--- src/rtl/mancenc_pkg.sv ---
package mancenc_pkg;
  // Sequencer phase: no frame, preamble slots, or data slots.
  typedef enum logic [1:0] {
    ST_IDLE = 2'd0,
    ST_PRE  = 2'd1,
    ST_DATA = 2'd2
  } tx_state_e;
endpackage

--- src/rtl/mancenc_seq.sv ---
module mancenc_seq
  import mancenc_pkg::*;
#(
  parameter int DATA_W   = 8,
  parameter int PRE_BITS = 8
) (
  input  logic      clk,
  input  logic      rst_n,
  input  logic      in_valid,
  output tx_state_e state_o,
  output logic      half_o,
  output logic      load_o,
  output logic      shift_o,
  output logic      ready_o
);
  localparam int CNT_MAX = (DATA_W > PRE_BITS) ? DATA_W : PRE_BITS;
  localparam int CNT_W   = (CNT_MAX > 1) ? $clog2(CNT_MAX) : 1;
  localparam logic [CNT_W-1:0] PRE_LAST  = CNT_W'((PRE_BITS > 0) ? PRE_BITS - 1 : 0);
  localparam logic [CNT_W-1:0] DATA_LAST = CNT_W'(DATA_W - 1);

  tx_state_e        state_q, state_d;
  logic [CNT_W-1:0] bit_q, bit_d;
  logic             half_q, half_d;
  logic             load, shift, ready;
  tx_state_e        start_state;

  // A zero-length preamble goes straight to data.
  generate
    if (PRE_BITS == 0) begin : g_no_pre
      assign start_state = ST_DATA;
    end else begin : g_pre
      assign start_state = ST_PRE;
    end
  endgenerate

  always_comb begin
    state_d = state_q;
    bit_d   = bit_q;
    half_d  = half_q;
    load    = 1'b0;
    shift   = 1'b0;
    ready   = 1'b0;
    case (state_q)
      ST_IDLE: begin
        ready = 1'b1;
        if (in_valid) begin
          load    = 1'b1;
          bit_d   = '0;
          half_d  = 1'b0;
          state_d = start_state;
        end
      end
      ST_PRE: begin
        half_d = ~half_q;
        if (half_q) begin
          if (bit_q == PRE_LAST) begin
            state_d = ST_DATA;
            bit_d   = '0;
          end else begin
            bit_d = bit_q + CNT_W'(1);
          end
        end
      end
      ST_DATA: begin
        half_d = ~half_q;
        if (half_q) begin
          if (bit_q == DATA_LAST) begin
            ready = 1'b1;
            bit_d = '0;
            if (in_valid) begin
              load = 1'b1;
            end else begin
              state_d = ST_IDLE;
              half_d  = 1'b0;
            end
          end else begin
            shift = 1'b1;
            bit_d = bit_q + CNT_W'(1);
          end
        end
      end
      default: begin
        state_d = ST_IDLE;
        bit_d   = '0;
        half_d  = 1'b0;
      end
    endcase
  end

  always_ff @(posedge clk or negedge rst_n) begin
    if (!rst_n) begin
      state_q <= ST_IDLE;
      bit_q   <= '0;
      half_q  <= 1'b0;
    end else begin
      state_q <= state_d;
      bit_q   <= bit_d;
      half_q  <= half_d;
    end
  end

  assign state_o = state_q;
  assign half_o  = half_q;
  assign load_o  = load;
  assign shift_o = shift;
  assign ready_o = ready;
endmodule

--- src/rtl/mancenc_shift.sv ---
module mancenc_shift #(
  parameter int DATA_W = 8
) (
  input  logic              clk,
  input  logic              rst_n,
  input  logic              load,
  input  logic              shift,
  input  logic [DATA_W-1:0] data_in,
  output logic              bit_o
);
  logic [DATA_W-1:0] sh_q, sh_d;

  always_comb begin
    sh_d = sh_q;
    if (load) begin
      sh_d = data_in;
    end else if (shift) begin
      sh_d = sh_q >> 1;
    end
  end

  always_ff @(posedge clk or negedge rst_n) begin
    if (!rst_n) begin
      sh_q <= '0;
    end else if (load || shift) begin
      sh_q <= sh_d;
    end
  end

  assign bit_o = sh_q[0];
endmodule

--- src/rtl/mancenc_line.sv ---
module mancenc_line
  import mancenc_pkg::*;
(
  input  tx_state_e state,
  input  logic      half,
  input  logic      data_bit,
  output logic      line,
  output logic      en
);
  logic active;
  logic slot_bit;

  always_comb begin
    active   = 1'b0;
    slot_bit = 1'b0;
    case (state)
      ST_PRE:  begin active = 1'b1; slot_bit = 1'b1;     end
      ST_DATA: begin active = 1'b1; slot_bit = data_bit; end
      default: begin active = 1'b0; slot_bit = 1'b0;     end
    endcase
  end

  // The first slot carries the bit value, the second slot its inverse.
  assign line = active & (slot_bit ^ half);
  assign en   = active;
endmodule

--- src/rtl/manchester_tx.sv ---
module manchester_tx
  import mancenc_pkg::*;
#(
  parameter int DATA_W   = 8,
  parameter int PRE_BITS = 8
) (
  input  logic              clk,
  input  logic              rst_n,
  input  logic              in_valid,
  input  logic [DATA_W-1:0] in_data,
  output logic              in_ready,
  output logic              line_out,
  output logic              line_en
);
  tx_state_e tx_state;
  logic      tx_half;
  logic      tx_load;
  logic      tx_shift;
  logic      tx_bit;

  mancenc_seq #(.DATA_W(DATA_W), .PRE_BITS(PRE_BITS)) u_seq (
    .clk      (clk),
    .rst_n    (rst_n),
    .in_valid (in_valid),
    .state_o  (tx_state),
    .half_o   (tx_half),
    .load_o   (tx_load),
    .shift_o  (tx_shift),
    .ready_o  (in_ready)
  );

  mancenc_shift #(.DATA_W(DATA_W)) u_shift (
    .clk     (clk),
    .rst_n   (rst_n),
    .load    (tx_load),
    .shift   (tx_shift),
    .data_in (in_data),
    .bit_o   (tx_bit)
  );

  mancenc_line u_line (
    .state    (tx_state),
    .half     (tx_half),
    .data_bit (tx_bit),
    .line     (line_out),
    .en       (line_en)
  );
endmodule

--- config.mk ---
export PLATFORM = sky130hd
export DESIGN_NAME = manchester_tx
export DESIGN_NICKNAME = d
export VERILOG_FILES = /design/src/rtl/mancenc_pkg.sv /design/src/rtl/mancenc_seq.sv /design/src/rtl/mancenc_shift.sv /design/src/rtl/mancenc_line.sv /design/src/rtl/manchester_tx.sv
export SDC_FILE = /design/constraint.sdc
export NUM_CORES = 1
export LEC_CHECK = 0
export BUFFER_PORTS_ARGS = -buffer_cell sky130_fd_sc_hd__clkbuf_2
export CAP_MARGIN = 20
export CORE_MARGIN = 2
export CORE_UTILIZATION = 48
export DETAILED_ROUTE_END_ITERATION = 16
export PLACE_DENSITY = 0.69
export RECOVER_POWER = 100
export REMOVE_ABC_BUFFERS = 1
export SYNTH_ARGS = -nofsm -noshare
export SYNTH_HDL_FRONTEND = slang
export SYNTH_SLANG_ARGS = --single-unit
--- constraint.sdc ---
create_clock -name clk -period 2.1 [get_ports clk]
set_input_delay 0.315 -clock clk [delete_from_list [all_inputs] [get_ports clk]]
set_output_delay 0.315 -clock clk [all_outputs]
set_load 0.03 [all_outputs]
After elaboration in Yosys (flattened, before gate mapping)
Index checks and enable logic that the tools add are counted.
- add/sub/neg operators: 1
- equality and inequality tests: 10
- multiplexer cells: 30
- bitwise gates (word level): 3
- reduce and logical (&&, ||, !) cells: 7
- operators by type and width (kind ; number):
    $mux 8 ; 2
    $mux 1 ; 13
    $mux 2 ; 6
    $ne 2x2->1 const B ; 6
    $mux 3 ; 3
    $pmux 1 s2 ; 3
    $pmux 2 s3 ; 1
    $pmux 3 s2 ; 1
    $reduce_and 6->1 ; 1
    $reduce_and 2->1 ; 2
    $add 3x1->3 const B ; 1
    $eq 3x3->1 const B ; 1
    $pmux 1 s3 ; 1
    $eq 2x1->1 const B ; 1
    $eq 2x2->1 const B ; 1
    $logic_not 2->1 ; 1
    $ne 2x1->1 const B ; 1
    $reduce_bool 2->1 ; 1
    $reduce_or 2->1 ; 1
    $and 1x1->1 ; 1
    $logic_or 1x1->1 ; 1
    $not 1->1 ; 1
    $xor 1x1->1 ; 1
- register bits after elaboration: 14
- input bits: 11
- output and inout port bits: 3
- logic and storage cells: 55

Depth between registers and ports, before layout
- word-level depth: 6
- depth in mapped cells: 7
- depth with buffers taken out: 5

By module
From an unflattened synthesis, not the netlist that was laid out.
- cell total of the unflattened synthesis: 80
- area total of the unflattened synthesis: 857.1 sq um
- modules (own cells, without submodules) (module ; instances ; cells each ; area each (sq um) ; seq. area each (sq um)):
    mancenc_seq ; 1 ; 38 ; 419.2 ; 150.1
    mancenc_shift ; 1 ; 33 ; 367.9 ; 200.2
    mancenc_line ; 1 ; 9 ; 70.1 ; 0.0

Least setup slack after synthesis
No wires, ideal clock.
- kind: register to output
- start: register u_seq.state_q[0] (netlist: u_seq.state_o[0])
- end: output port line_out
- data arrival time: 1.292 ns
- data required time: 1.785 ns
- path slack: 0.493 ns
- stages on the path, launching flop included: 7
- path buffers: 1
- cell sequence: dfrtp_1 -> inv_1 -> ha_1 -> buf_4 -> a21oi_1 -> xnor2_1 -> and2_1
- cells in the longest elaborated chain, start to end: 4
- elaborated cells on any way between the ends: 7
- those cells by class: eq/ne (2); mux (2); bitwise (2); reduce/logical (1)
- RTL lines (what ; line ; source):
    start: declaration ; mancenc_seq.sv:21 ; tx_state_e state_q, state_d;
    start signal: assignment ; mancenc_seq.sv:96 ; state_q <= state_d;
    $eq 2x2->1 or $eq 2x1->1 (tied branches) ; mancenc_line.sv:16 ; case (state)
    $pmux 1 s2 or $reduce_or 2->1 (tied branches) ; -- ;
    $xor 1x1->1 or $mux 1 (tied branches) ; mancenc_line.sv:24, mancenc_line.sv:16 ;
    $and 1x1->1 * ; mancenc_line.sv:24 ; assign line = active & (slot_bit ^ half);
    end: declaration ; manchester_tx.sv:12 ; output logic line_out,
Every way passes the cells marked *; elsewhere a longest branch is shown, timed or not.

Worst setup path after layout
Ends and elaborated chain as after synthesis.

==> reports/results.txt <==
CP max stage cell = dfrtp_1
# clock sinks = 14
WHS Path Cells = 3
Inserted Clock Buffers = 3
Die Y = 46.6 um
worst r2r src = u_seq.bit_q[0]
Clk Latency, worst-skew pair = 270 ps
Post-Synth Adder-Cell Area = 0.0862
Post-Route WL = 1610 um
Yosys Warn Count = 0
row count = 15
Sw Share = 0.396
PortBufs = 13
Antenna Cells = 0
unrepaired setup endpoints after global routing = false
skew final = 2.26 ps
layout cells sized above 1 = 0.186
Placement Cell Area = 933 um2
via count = 661
Slew HR = 0.469
post-DR vias/cell = 5.20
CP Max Fanout = 4
DRC Markers = 0
Post-DRT Antenna Nets = 0
CP delay by family, top = flip-flops
net switching power = 0.000424 W
status = completed
Total GRT Usage = 0.174
grt met1 use = 0.246
Clock Path Buffers = 2
Critical Path, Cell by Cell = inv_1 -> ha_1 -> a21oi_1 -> xnor2_1 -> and2_0 -> clkbuf_2
# placed instances = 122
Area Growth Syn to Fin = 11.2%
area of the multi-input gates = 454 um2
Root Driver = clkbuf_4
Tmin final = 1910 ps
largest family of logic cells by synthesized area = compound AO/OA/AOI/OAI gates
Fmax achieved = 524 MHz
Worst Tran Pin Value = 796 ps
Flop pwr share = 0.407
CTS tree = done
xor-xnor portion of the synthesized cell area = 0.0101
PwrDens = 1100 mW/mm2
Avg Cell Area, Syn = 9.90 um2
met3 global-route usage = 0.0235
Critical Path End Type = output port
largest stage delay on the critical path = 360 ps
Starting DRT DRC Count = 7
final setup TNS = 0 ps
final design instance area without fill = 968 um2
Top Usage Layer GRT = met2
# setup viols final = 0
register area = 350 um2
Internal Power = 0.000646 W
hold endpoint = u_shift.sh_q[7]
Worst Min Path Start = in_data[7]
Yosys cell types = 28
Routability Congestion = 0.767
GRT Residual Overflow = 0
r2r worst-path depth = 5
critical path startpoint category = flip-flop
VDD IR max = 0.509 mV
crit path kind = reg -> out
setup bufs post-CTS = 0
initial core utilization = 0.510
Ports = 14
leak pwr = 0.502 nW
area of the mapped netlist = 871 um2
overall power = 0.00107 W
Non-Filler Instances = 127
worst r2r dst = u_shift.sh_q[0]
synthesis-stage register bit count = 14
H-tree depth = 1
data required time at the worst endpoint = 1780 ps
CP arrival = 1590 ps
Wirelength per Cell = 12.6 um
global-route wire length before repair = 2670 um
Layout fillers = 161
largest net degree at the start of global routing = 15
mux contribution to synthesized area = 0.0805
Tcrit/Tclk final = 0.909
Setup crit start = u_seq.state_o[0]
number of max-cap violations = 0
GR Util met2 = 0.269
initial antenna violation count = 0
Fin. Hold Viols = 0
area fraction in compound gates after synthesis = 0.197
Core ar. = 0.00171 mm2
fin nets = 120
crit path buf inv count = 2
vias in the first global route = 615
Simple-Gate Fraction of Synth Area = 0.155
die width = 46.6 um
die outline area = 0.00217 mm2
Slew Limit Fails = 0
worst hold path class = in -> reg
CTS-repair resized insts = 0
Syn Inst Count = 88
Clock Power Share = 0.183
clk slew on worst S/H paths = 90 ps
register area share after synthesis = 0.402
combinational power share = 0.410
DP HPWL = 1210 um
flop2flop setup slack = 230 ps
1st-pass router iterations = 4
[metal layers]
layer | routed length [um] | share of wire
met2 | 784 | 0.49
met5 | 0 | 0
met1 | 772 | 0.48
met4 | 12 | 0.0075
met3 | 38 | 0.024
[worst min-delay path, cell delays in order]
cell      delay (ps)
clkbuf_2          80
inv_1             40
o21ai_0           70
[state kept, by name (all words and copies together) (netlist names)]
signal,cells
u_seq.bit_q,3
u_seq.half_o,1
u_seq.state_o,2
u_shift.sh_q,8
[cell families (layout without fill, tap and decap cells)]
logic type               count (synthesis)  count (layout)
buffers and inverters                   10              24
AND/OR/NAND/NOR                         21              21
adder cells (fa/ha/maj)                  6               6
flip-flops                              14              14
AO/OA/AOI/OAI                           29              29
XOR/XNOR                                 1               1
multiplexers                             7               7
[worst max path at each step]
stage,to,slack (ps),cells past startpoint
3_3_place_gp,u_shift.sh_q[6],320,5
2_1_floorplan,u_shift.sh_q[0],450,5
4_1_cts,line_out,170,6
3_5_place_dp,u_shift.sh_q[0],260,5
6_report,line_out,190,6
5_1_grt,line_out,60,6
[cell usage after synthesis]
cell / instances / share of area
a211oi_1: 1 / 0.0086
a21boi_0: 2 / 0.017
a21oi_1: 15 / 0.086
a22o_1: 1 / 0.010
and2_1: 1 / 0.0072
and2_4: 1 / 0.010
buf_4: 4 / 0.034
buf_6: 1 / 0.013
dfrtp_1: 14 / 0.40
ha_1: 6 / 0.086
inv_1: 5 / 0.022
mux2i_1: 7 / 0.080
nand2_1: 6 / 0.026
nand2_2: 1 / 0.0072
nand2b_1: 2 / 0.014
nand3_1: 1 / 0.0057
nand3b_1: 2 / 0.017
nand4_1: 3 / 0.022
nand4_4: 1 / 0.024
nor2_1: 1 / 0.0043
nor2b_1: 1 / 0.0072
nor2b_2: 1 / 0.010
o211ai_1: 1 / 0.0086
o21ai_0: 5 / 0.029
o21ai_2: 1 / 0.010
o22a_1: 2 / 0.020
o22ai_1: 1 / 0.0072
xnor2_1: 1 / 0.010
[cell usage in the layout (no fill, tap or decap), drive strengths merged]
| master | netlist | final |
|---|---|---|
| nand2b | 2 | 2 |
| o21ai | 6 | 6 |
| a211oi | 1 | 1 |
| mux2i | 7 | 7 |
| nor2b | 2 | 2 |
| o22a | 2 | 2 |
| ha | 6 | 6 |
| nand4 | 4 | 4 |
| a22o | 1 | 1 |
| inv | 5 | 5 |
| and2 | 2 | 2 |
| nand2 | 7 | 7 |
| a21oi | 15 | 15 |
| nand3b | 2 | 2 |
| clkbuf | 0 | 18 |
| a21boi | 2 | 2 |
| o211ai | 1 | 1 |
| nor2 | 1 | 1 |
| xnor2 | 1 | 1 |
| dlygate4sd3 | 0 | 1 |
| nand3 | 1 | 1 |
| dfrtp | 14 | 14 |
| o22ai | 1 | 1 |
[cell type report]
class | count | area share
inverter | 5 | 0.0194
multi-input combinational | 64 | 0.469
sequential | 14 | 0.362
clock buffer | 4 | 0.0375
timing repair buffer | 15 | 0.0801
tap | 25 | 0.0323
[repair_timing]
action	CTS	global route
setup endpoints to repair	0	0
hold endpoints to repair	14	0
hold buffers	1	0
[per-stage QoR]
stage          setup WS [ps]   util  hold WS, ps
2_1_floorplan            454      -         19.4
3_3_place_gp             320  0.547          245
3_5_place_dp             264  0.547          249
4_1_cts                  174  0.574          255
5_1_grt                 61.0  0.567          259
6_report                 191  0.567          262
[power groups by stage]
stage / registers, W / clock network, W / logic [W]
floorplan: 0.000422 / 0 / 0.000351
global placement: 0.000439 / 0 / 0.000447
detailed placement: 0.000442 / 0 / 0.000454
CTS: 0.000436 / 0.000204 / 0.000456
global route: 0.000451 / 0.000216 / 0.000495
finish: 0.000435 / 0.000195 / 0.000439
(Power assumes the default switching activity.)
